### config.mk
export PLATFORM = sky130hd
export DESIGN_NAME = star_hub_router
export DESIGN_NICKNAME = d
export VERILOG_FILES = /design/src/rtl/hub_pkg.sv /design/src/rtl/hub_rr_pick.sv /design/src/rtl/hub_word_fifo.sv /design/src/rtl/hub_irq_merge.sv /design/src/rtl/star_hub_router.sv
export SDC_FILE = /design/constraint.sdc
export NUM_CORES = 1
export LEC_CHECK = 0
export BUFFER_PORTS_ARGS = -buffer_cell sky130_fd_sc_hd__buf_2
export CAP_MARGIN = 20
export CORE_MARGIN = 2
export CORE_UTILIZATION = 53
export CTS_CLUSTER_SIZE = 14
export DETAILED_ROUTE_END_ITERATION = 10
export PLACE_DENSITY = 0.8
export SLEW_MARGIN = 15
export SYNTH_ARGS = -nofsm -noshare
export SYNTH_HDL_FRONTEND = slang
export SYNTH_SLANG_ARGS = --single-unit
### constraint.sdc
create_clock -name clk -period 8.46 [get_ports clk]
set_input_delay 1.692 -clock clk [delete_from_list [all_inputs] [get_ports clk]]
set_output_delay 1.692 -clock clk [all_outputs]
set_load 0.01 [all_outputs]
### src/rtl/hub_pkg.sv
package hub_pkg;
    localparam int WORD_W  = 32;
    localparam int MSG_LEN = 4;
    localparam int POS_SRC = 0;
    localparam int POS_DST = 1;

    typedef logic [WORD_W-1:0] word_t;

    typedef enum logic [1:0] {
        HUB_IDLE,
        HUB_COLLECT,
        HUB_SEND
    } hub_state_e;

    typedef struct packed {
        logic known;
        logic to_hub;
    } route_t;

    function automatic route_t classify(input word_t dst, input int unsigned leaves);
        route_t r;
        r.known  = (dst <= word_t'(leaves));
        r.to_hub = (dst == '0);
        return r;
    endfunction
endpackage

### src/rtl/hub_rr_pick.sv
module hub_rr_pick #(
    parameter int N = 8,
    localparam int IW = $clog2(N)
) (
    input  logic          clk,
    input  logic          rst,
    input  logic [N-1:0]  req,
    input  logic          take,
    output logic [IW-1:0] pick,
    output logic          any
);
    logic [IW-1:0] last_q;

    always_comb begin
        any  = 1'b0;
        pick = last_q;
        for (int k = 1; k <= N; k++) begin
            int cand;
            cand = int'(last_q) + k;
            if (cand >= N) cand = cand - N;
            if (!any && req[cand]) begin
                any  = 1'b1;
                pick = IW'(cand);
            end
        end
    end

    always_ff @(posedge clk) begin
        if (rst)             last_q <= IW'(N - 1);
        else if (take && any) last_q <= pick;
    end
endmodule

### src/rtl/hub_word_fifo.sv
module hub_word_fifo
    import hub_pkg::*;
#(
    parameter int DEPTH = 16,
    localparam int AW = $clog2(DEPTH)
) (
    input  logic  clk,
    input  logic  rst,
    input  logic  push,
    input  word_t wdata,
    output logic  full,
    input  logic  pop,
    output word_t rdata,
    output logic  valid
);
    word_t       mem [DEPTH];
    logic [AW-1:0] wr_q, rd_q;
    logic [AW:0]   cnt_q;
    logic          do_push, do_pop;

    assign full    = (cnt_q == (AW+1)'(DEPTH));
    assign valid   = (cnt_q != '0);
    assign rdata   = mem[rd_q];
    assign do_push = push && !full;
    assign do_pop  = pop && valid;

    always_ff @(posedge clk) begin
        if (rst) begin
            wr_q  <= '0;
            rd_q  <= '0;
            cnt_q <= '0;
        end else begin
            if (do_push) wr_q <= wr_q + 1'b1;
            if (do_pop)  rd_q <= rd_q + 1'b1;
            case ({do_push, do_pop})
                2'b10:   cnt_q <= cnt_q + 1'b1;
                2'b01:   cnt_q <= cnt_q - 1'b1;
                default: cnt_q <= cnt_q;
            endcase
        end
    end

    always_ff @(posedge clk) begin
        if (do_push) mem[wr_q] <= wdata;
    end
endmodule

### src/rtl/hub_irq_merge.sv
module hub_irq_merge #(
    parameter int N = 8
) (
    input  logic         clk,
    input  logic         rst,
    input  logic [N-1:0] set_vec,
    input  logic [N-1:0] clr_vec,
    input  logic [N-1:0] en,
    output logic [N-1:0] pending,
    output logic         irq
);
    always_ff @(posedge clk) begin
        if (rst) pending <= '0;
        else     pending <= (pending & ~clr_vec) | set_vec;
    end

    assign irq = |(pending & en);
endmodule

### src/rtl/star_hub_router.sv
module star_hub_router
    import hub_pkg::*;
#(
    parameter int LEAVES      = 8,
    parameter int LOCAL_WORDS = 16,
    localparam int IW = $clog2(LEAVES),
    localparam int CW = $clog2(MSG_LEN)
) (
    input  logic                     clk,
    input  logic                     rst,
    input  logic [LEAVES-1:0]        in_valid,
    input  logic [LEAVES*WORD_W-1:0] in_data,
    output logic [LEAVES-1:0]        in_ready,
    output logic [LEAVES-1:0]        out_valid,
    output logic [LEAVES*WORD_W-1:0] out_data,
    input  logic [LEAVES-1:0]        out_ready,
    output logic                     loc_valid,
    output logic [WORD_W-1:0]        loc_data,
    input  logic                     loc_pop,
    input  logic [LEAVES-1:0]        irq_en,
    input  logic [LEAVES-1:0]        pend_clr,
    output logic [LEAVES-1:0]        pending,
    output logic                     irq,
    output logic                     err_flag
);
    hub_state_e    state_q;
    logic [IW-1:0] sel_q, dst_ch_q, pick;
    logic [CW-1:0] wcnt_q;
    logic          to_hub_q, any_req, take;
    word_t         msg_q [MSG_LEN];
    word_t         in_word, cur_word;
    logic          fifo_full, fifo_push, fwd_take, word_sent, last_word;
    logic [LEAVES-1:0] set_vec;
    route_t        route;

    assign take      = (state_q == HUB_IDLE);
    assign in_word   = in_data[sel_q*WORD_W +: WORD_W];
    assign cur_word  = msg_q[wcnt_q];
    assign last_word = (wcnt_q == CW'(MSG_LEN - 1));
    assign route     = classify(msg_q[POS_DST], LEAVES);

    hub_rr_pick #(.N(LEAVES)) u_pick (
        .clk(clk), .rst(rst), .req(in_valid), .take(take),
        .pick(pick), .any(any_req)
    );

    for (genvar i = 0; i < LEAVES; i++) begin : g_lane
        assign in_ready[i]  = (state_q == HUB_COLLECT) && (sel_q == IW'(i));
        assign out_valid[i] = (state_q == HUB_SEND) && !to_hub_q && (dst_ch_q == IW'(i));
        assign out_data[i*WORD_W +: WORD_W] = cur_word;
        assign set_vec[i]   = fifo_push && last_word && (sel_q == IW'(i));
    end

    assign fifo_push = (state_q == HUB_SEND) && to_hub_q && !fifo_full;
    assign fwd_take  = (state_q == HUB_SEND) && !to_hub_q && out_ready[dst_ch_q];
    assign word_sent = fifo_push || fwd_take;

    hub_word_fifo #(.DEPTH(LOCAL_WORDS)) u_local (
        .clk(clk), .rst(rst), .push(fifo_push), .wdata(cur_word),
        .full(fifo_full), .pop(loc_pop), .rdata(loc_data), .valid(loc_valid)
    );

    hub_irq_merge #(.N(LEAVES)) u_irq (
        .clk(clk), .rst(rst), .set_vec(set_vec), .clr_vec(pend_clr),
        .en(irq_en), .pending(pending), .irq(irq)
    );

    always_ff @(posedge clk) begin
        if (rst) begin
            state_q  <= HUB_IDLE;
            sel_q    <= '0;
            wcnt_q   <= '0;
            to_hub_q <= 1'b0;
            dst_ch_q <= '0;
            err_flag <= 1'b0;
        end else begin
            case (state_q)
                HUB_IDLE: begin
                    if (any_req) begin
                        sel_q   <= pick;
                        wcnt_q  <= '0;
                        state_q <= HUB_COLLECT;
                    end
                end
                HUB_COLLECT: begin
                    if (in_valid[sel_q]) begin
                        wcnt_q <= wcnt_q + 1'b1;
                        if (last_word) begin
                            wcnt_q <= '0;
                            if (!route.known) begin
                                err_flag <= 1'b1;
                                state_q  <= HUB_IDLE;
                            end else begin
                                to_hub_q <= route.to_hub;
                                dst_ch_q <= IW'(msg_q[POS_DST] - word_t'(1));
                                state_q  <= HUB_SEND;
                            end
                        end
                    end
                end
                HUB_SEND: begin
                    if (word_sent) begin
                        wcnt_q <= wcnt_q + 1'b1;
                        if (last_word) state_q <= HUB_IDLE;
                    end
                end
                default: state_q <= HUB_IDLE;
            endcase
        end
    end

    always_ff @(posedge clk) begin
        if (state_q == HUB_COLLECT && in_valid[sel_q]) msg_q[wcnt_q] <= in_word;
    end
endmodule

==> results of run 1 <==
## flip-flops by register name, summed over array words and instances (netlist names), named ones only
register	count
u_local.mem	512
msg_q	128
u_irq.pending	8
u_local.cnt_q	5
u_local.rd_q	4
u_local.wr_q	4
dst_ch_q	3
sel_q	3
u_pick.last_q	3
state_q	2
wcnt_q	2
err_flag	1
to_hub_q	1
## layout by cell type (no fill, tap or decap), types with 5 or more instances in the layout
master / synthesis / final
sky130_fd_sc_hd__edfxtp_1: 640 / 640
sky130_fd_sc_hd__buf_2: 6 / 605
sky130_fd_sc_hd__mux4_2: 275 / 275
sky130_fd_sc_hd__clkbuf_16: 0 / 69
sky130_fd_sc_hd__nor2_1: 54 / 42
sky130_fd_sc_hd__mux2_2: 40 / 40
sky130_fd_sc_hd__dfxtp_1: 42 / 35
sky130_fd_sc_hd__a21oi_1: 31 / 31
sky130_fd_sc_hd__nand2_1: 29 / 29
sky130_fd_sc_hd__buf_4: 226 / 28
sky130_fd_sc_hd__inv_1: 23 / 23
sky130_fd_sc_hd__ha_1: 21 / 21
sky130_fd_sc_hd__mux2i_1: 15 / 15
sky130_fd_sc_hd__clkinv_1: 0 / 15
sky130_fd_sc_hd__clkbuf_1: 53 / 15
sky130_fd_sc_hd__nand2b_1: 12 / 12
sky130_fd_sc_hd__nor2_2: 0 / 11
sky130_fd_sc_hd__nor4_1: 10 / 10
sky130_fd_sc_hd__nand3b_1: 9 / 9
sky130_fd_sc_hd__nand3_1: 9 / 9
sky130_fd_sc_hd__xor2_1: 9 / 9
sky130_fd_sc_hd__clkinv_2: 0 / 8
sky130_fd_sc_hd__diode_2: 0 / 7
sky130_fd_sc_hd__nor3_1: 11 / 7
sky130_fd_sc_hd__and2_1: 6 / 6
sky130_fd_sc_hd__nand4_1: 6 / 6
sky130_fd_sc_hd__nor2b_1: 5 / 5
sky130_fd_sc_hd__xnor2_1: 5 / 5
sky130_fd_sc_hd__o21ai_0: 5 / 5
sky130_fd_sc_hd__dfxtp_4: 0 / 5
## worst register-to-register path: cells and delay by family, from the launching register on
kind / cells / cell delay, ps
fa+ha+maj: 1 / 720
flops: 1 / 900
buf+inv: 1 / 290
simple gates: 1 / 350
mux: 2 / 540
compound gates: 4 / 840
## power by group through the flow
stage / clock network [mW] / logic, mW / registers (mW)
finish: 2.84 / 1.75 / 4.01
global route: 3.01 / 1.89 / 4.02
CTS: 2.89 / 1.75 / 4.01
detailed placement: 0 / 1.74 / 4.08
global placement: 0 / 1.69 / 4.07
floorplan: 0 / 1.46 / 4.03
## through the flow
stage	util [%]	hold WS, ps	setup WS (ps)	power, mW
2_1_floorplan	-	463	4340	5.49
3_3_place_gp	57.4	458	3830	5.77
3_5_place_dp	57.4	471	3790	5.82
4_1_cts	61.0	492	3140	8.65
5_1_grt	61.1	506	3090	8.92
6_report	61.1	489	3190	8.59
## logic make-up after synthesis
group	Yosys count
and+or+nand+nor	165
muxes	330
buffers and inverters	332
xor gates and xnor gates	16
AOI/OAI and AO/OA	72
DFF	682
adders and majority gates	22
## layout make-up
cell class	count	area (µm²)	area share (%)
Tap cell	765	957	2.73
Inverter	24	90.1	0.257
Antenna cell	7	17.5	0.0499
Timing Repair Buffer	635	3270	9.32
Clock buffer	85	1800	5.12
Clock inverter	33	283	0.806
Multi-Input combinational cell	605	8600	24.5
Sequential cell	682	20100	57.2
## routing by layer
metal	vias up	track usage, %	routed length (µm)
li1	7136	-	-
met3	126	3.77	5230
met4	2	11.4	2770
met5	-	0	13
met1	8718	31.4	27300
met2	847	41.9	38900
## final timing paths
| kind | start | to | slack [ps] | cells past startpoint |
|---|---|---|---|---|
| max reg2reg | u_pick.last_q[0] | sel_q[1] | 4670 | 9 |
| min reg2reg | u_irq.pending[6] | u_irq.pending[6] | 490 | 2 |
| max | register | loc_data[7] | 3190 | 4 |
| min | u_irq.pending[6] | u_irq.pending[6] | 490 | 2 |
==> qor.log, run 1 <==
qor: worst_setup_path.worstPathRequired 6770 ps
qor: logic_synthesis.cell_variety_after_synth 62
qor: worst_setup_path.cp_cell_sequence buf_4 > mux4_2 > mux4_2 > buf_2
qor: final_layout.area.growth.synth_to_final 14.2%
qor: worst_setup_path.criticalPathCategory register to primary output
qor: logic_synthesis.simple_gate_fraction_of_synth_area 2.71%
qor: detailed_routing.drt_iter0_drc 1398
qor: floorplanning.die_height 245 µm
qor: placed_design.detailed_place_hpwl 44.7 mm
qor: logic_synthesis.netlist_instances 1619
qor: clocking.path_clk_slew 60 ps
qor: logic_synthesis.synth_top_area_share 62.6%
qor: detailed_routing.ant_nets 0
qor: worst_setup_path.critPathSlowestCell sky130_fd_sc_hd__buf_4
qor: clocking.cts_htree_levels 3
qor: final_layout.drive_gt1_share 52.0%
qor: clocking.post_cts.resized_instances 0
qor: clocking.clock_root_buffer sky130_fd_sc_hd__clkbuf_16
qor: flow_run.cap_viol_max_count 0
qor: power.portion_of_total_power_attributed_to_the_clock_network 33.0%
qor: global_routing.pin_count_of_the_biggest_net_entering_global_routing 117
qor: worst_setup_path.critPathTopFamily buffers and inverters
qor: power.p_comb_share 20.3%
qor: timing.layout_worst_path_cycle_share 62.3%
qor: placed_design.port-buffer-count 605
qor: logic_synthesis.netlist_area 30700 µm²
qor: timing.clock-skew-final 28.4 ps
qor: clocking.ctsHoldBuffers 0
qor: placed_design.numPlacedInstances 2710
qor: logic_synthesis.largest_family_of_logic_cells_by_synthesized_area multiplexers
qor: placed_design.placed_cell_area 33000 µm²
qor: power.switching_power 2.28 mW
qor: worst_setup_path.cp.buffers_inverters 2
qor: final_layout.instances_no_fill 2836
qor: logic_synthesis.synth_edf_count 640
qor: detailed_routing.routedWlPerCell 26.2 µm
qor: detailed_routing.drt_pass1_iterations 5
qor: floorplanning.row_count 88
qor: logic_synthesis.synthMostInstantiatedCell sky130_fd_sc_hd__edfxtp_1
qor: floorplanning.top_level_ports 606
qor: detailed_routing.routed_via_density 5.93
qor: logic_synthesis.synthTopCellsByCount sky130_fd_sc_hd__edfxtp_1 (640), sky130_fd_sc_hd__mux4_2 (275), sky130_fd_sc_hd__buf_4 (226)
qor: power.cellInternalPower 6.31 mW
qor: logic_synthesis.synth_xor_area_share 0.505%
qor: detailed_routing.post_route_wl 74.2 mm
qor: clocking.numCtsBuffers 67
qor: logic_synthesis.synth.area.mux_share 22.1%
qor: hold_path.hold_path_class register to register
qor: floorplanning.coreArea 57500 µm²
qor: clocking.max-clock-path-buffers 3
qor: global_routing.grt_antenna_before_repair 10
qor: logic_synthesis.synth_seq_area_share 65.3%
qor: clocking.clock_sink_count 682
qor: clocking.worst_skew_pair.late_latency 610 ps
qor: worst_setup_path.cp_peak_stage_delay 940 ps
qor: global_routing.grt.total_usage 24.6%
qor: worst_setup_path.worst-endpoint-arrival 3580 ps
qor: global_routing.grt_pass1_wl 107 mm
qor: final_layout.finish.instance_area 35100 µm²
qor: logic_synthesis.yosys_most_used_dff sky130_fd_sc_hd__edfxtp_1
qor: timing.finalHoldViolCount 0
qor: clocking.postCtsSetupBuffers 0
qor: timing.min_period 5270 ps
qor: logic_synthesis.ys_seq_elements 682
qor: logic_synthesis.async_reset_ff_share 0%
qor: logic_synthesis.complex_gate_fraction_of_the_synthesized_area 1.57%
qor: timing.setup_viol 0
qor: timing.rsz0062_at_grt false
qor: power.seq_power_share 46.6%
qor: timing.worst-slew-pin-transition 1130 ps
qor: logic_synthesis.synth_area_per_cell 19.0 µm²
qor: clocking.cts_tree done
qor: global_routing.gr-total-overflow 0
qor: worst_setup_path.start_kind register
qor: worst_setup_path.crit_path_max_fanout 75
qor: placed_design.globalplace.congestion 0.900
qor: global_routing.first_global_vias 16812
qor: timing.timing.max_slew.rel_slack 24.8%
qor: detailed_routing.dr_total_vias 16829
qor: logic_synthesis.ys_warn_count 0
qor: final_layout.fillerInstances 4079
qor: power.power_density_cells 245 nW/µm²
qor: timing.finalSetupTns 0 ps
qor: timing.maxSlewViolCount 0
qor: power.swShare 26.6%
qor: run_status.outcome completed
qor: logic_synthesis.synthesis.nets 1932
qor: logic_synthesis.synth_top_area_cell sky130_fd_sc_hd__edfxtp_1
qor: power.leak_pwr 12.1 nW
qor: logic_synthesis.yosys.area_share.adder 0.920%
qor: final_layout.finalNetCount 2328
qor: floorplanning.chipWidth 245 µm
qor: power.peakVddDrop 0.151 mV
qor: floorplanning.die-area 59900 µm²
qor: detailed_routing.route.detailed.drc 0
qor: floorplanning.floorplan.initialDensity 53.5%
qor: timing.max_freq 190 MHz
qor: worst_setup_path.critical-path-top-cell-by-count sky130_fd_sc_hd__mux4_2
qor: logic_synthesis.synth_top_cells_by_area sky130_fd_sc_hd__edfxtp_1 (63%), sky130_fd_sc_hd__mux4_2 (20%), sky130_fd_sc_hd__buf_4 (5.5%), sky130_fd_sc_hd__dfxtp_1 (2.7%), sky130_fd_sc_hd__mux2_2 (1.5%)
qor: worst_setup_path.critPathCaptureType primary output
Note: power is estimated with default switching activity, not from simulation.
==> inputs of run 2 (changes only) <==
==> constraint.sdc (replaced) <==
create_clock -name clk -period 5.2 [get_ports clk]
set_input_delay 1.04 -clock clk [delete_from_list [all_inputs] [get_ports clk]]
set_output_delay 1.04 -clock clk [all_outputs]
set_load 0.01 [all_outputs]
==> qor.log, run 2 (synthesis results as in run 1) <==
qor: timing.max_freq 240 MHz
qor: worst_setup_path.worst-endpoint-arrival 3120 ps
qor: detailed_routing.drt_pass1_iterations 6
qor: detailed_routing.post_route_wl 74.1 mm
qor: power.peakVddDrop 0.247 mV
qor: final_layout.instances_no_fill 2829
qor: global_routing.grt.total_usage 24.5%
qor: hold_path.hold_path_class register to register
qor: final_layout.finalNetCount 2325
qor: final_layout.largest_register_ffs 512
qor: placed_design.detailed_place_hpwl 44.8 mm
qor: timing.rsz0062_at_grt false
qor: floorplanning.coreArea 57500 µm²
qor: final_layout.top_register u_local.mem
qor: timing.finalSetupTns 0 ps
qor: worst_setup_path.start_kind register
qor: timing.min_period 4160 ps
qor: timing.maxSlewViolCount 0
qor: detailed_routing.drt_iter0_drc 1516
qor: clocking.cts_htree_levels 2
qor: timing.layout_worst_path_cycle_share 80.1%
qor: final_layout.layout_top_registers u_local.mem (512), msg_q (128), u_irq.pending (8)
qor: global_routing.grt_pass1_wl 108 mm
qor: timing.timing.max_slew.rel_slack 42.0%
qor: detailed_routing.dr_total_vias 16905
qor: timing.finalHoldViolCount 0
qor: clocking.postCtsSetupBuffers 0
qor: floorplanning.top_level_ports 606
qor: floorplanning.floorplan.initialDensity 53.5%
qor: floorplanning.chipWidth 245 µm
qor: final_layout.area.growth.synth_to_final 13.7%
qor: final_layout.finish.instance_area 34900 µm²
qor: clocking.path_clk_slew 60 ps
qor: clocking.clock_sink_count 682
qor: global_routing.grt_antenna_before_repair 9
qor: clocking.worst_skew_pair.late_latency 630 ps
qor: flow_run.cap_viol_max_count 0
qor: detailed_routing.routedWlPerCell 26.2 µm
qor: power.power_density_cells 390 nW/µm²
qor: timing.clock-skew-final 33.5 ps
qor: clocking.cts_tree done
qor: placed_design.globalplace.congestion 0.877
qor: timing.setup_viol 0
qor: clocking.post_cts.resized_instances 0
qor: placed_design.port-buffer-count 605
qor: floorplanning.die_height 245 µm
qor: final_layout.drive_gt1_share 51.8%
qor: placed_design.numPlacedInstances 2713
qor: run_status.outcome completed
qor: placed_design.placed_cell_area 33000 µm²
qor: worst_setup_path.worstPathRequired 4160 ps
qor: final_layout.most_common_cell_after_layout_fill_and_taps_aside sky130_fd_sc_hd__edfxtp_1
qor: clocking.numCtsBuffers 61
qor: detailed_routing.ant_nets 0
qor: detailed_routing.route.detailed.drc 0
qor: timing.worst-slew-pin-transition 871 ps
qor: detailed_routing.routed_via_density 5.98
qor: worst_setup_path.criticalPathCategory register to primary output
qor: global_routing.first_global_vias 17032
qor: global_routing.gr-total-overflow 0
qor: global_routing.pin_count_of_the_biggest_net_entering_global_routing 65
qor: clocking.ctsHoldBuffers 0
qor: floorplanning.die-area 59900 µm²
qor: final_layout.final_cell_mix sky130_fd_sc_hd__edfxtp_1 (640), sky130_fd_sc_hd__buf_2 (605), sky130_fd_sc_hd__mux4_2 (275)
qor: power.leak_pwr 12.0 nW
qor: clocking.max-clock-path-buffers 3
qor: worst_setup_path.crit_path_max_fanout 54
qor: floorplanning.row_count 88
qor: worst_setup_path.critPathCaptureType primary output
qor: clocking.clock_root_buffer sky130_fd_sc_hd__clkbuf_16
[run 2: routing by layer]
layer	track usage [%]	part of all wire (%)	up-vias
met5	0	0.018	-
met4	9.81	3.7	2
met3	3.83	7.2	140
met2	42.2	52	912
met1	31.6	37	8733
li1	-	-	7118
[run 2: worst paths after layout]
check | depth (start not counted) | slack (ps) | from | to
max | 4 | 1040 | register | loc_data[9]
min | 2 | 500 | err_flag | err_flag
max reg2reg | 9 | 1530 | u_pick.last_q[0] | sel_q[2]
min reg2reg | 2 | 500 | err_flag | err_flag
[run 2: power by group]
group	total [mW]	leakage (nW)	switching, mW	internal (mW)
Clock	4.26	0.901	1.88	2.38
Sequential	6.53	6.10	0.109	6.42
Combinational	2.84	4.98	1.64	1.20
Total	13.6	12.0	3.63	10.0
[run 2: final cells by class]
cell class              instances  area, µm²
diodes                          7       17.5
clock buffers                  81       1620
clock inverters                27        248
fillers                      4102      22500
inverters                      24       90.1
multi-input cells             605       8600
flip-flops and latches        682      20100
well taps                     765        957
repair buffers                638       3330
[run 2: stage by stage]
stage	setup slack (ps)	power [mW]	utilization (%)	hold WS, ps
after floorplan	1160	8.93	-	463
after global placement	1640	9.38	57.5	451
after detailed placement	1620	9.47	57.5	479
after CTS	948	13.7	60.7	497
after global routing	827	14.1	60.8	523
final	1040	13.6	60.8	498
[run 2: worst max-delay path, cell delays in order, from the launching register on]
cell and delay (ps):
sky130_fd_sc_hd__dfxtp_4 900, sky130_fd_sc_hd__buf_4 510, sky130_fd_sc_hd__mux4_2 380, sky130_fd_sc_hd__mux4_2 540, sky130_fd_sc_hd__buf_2 170
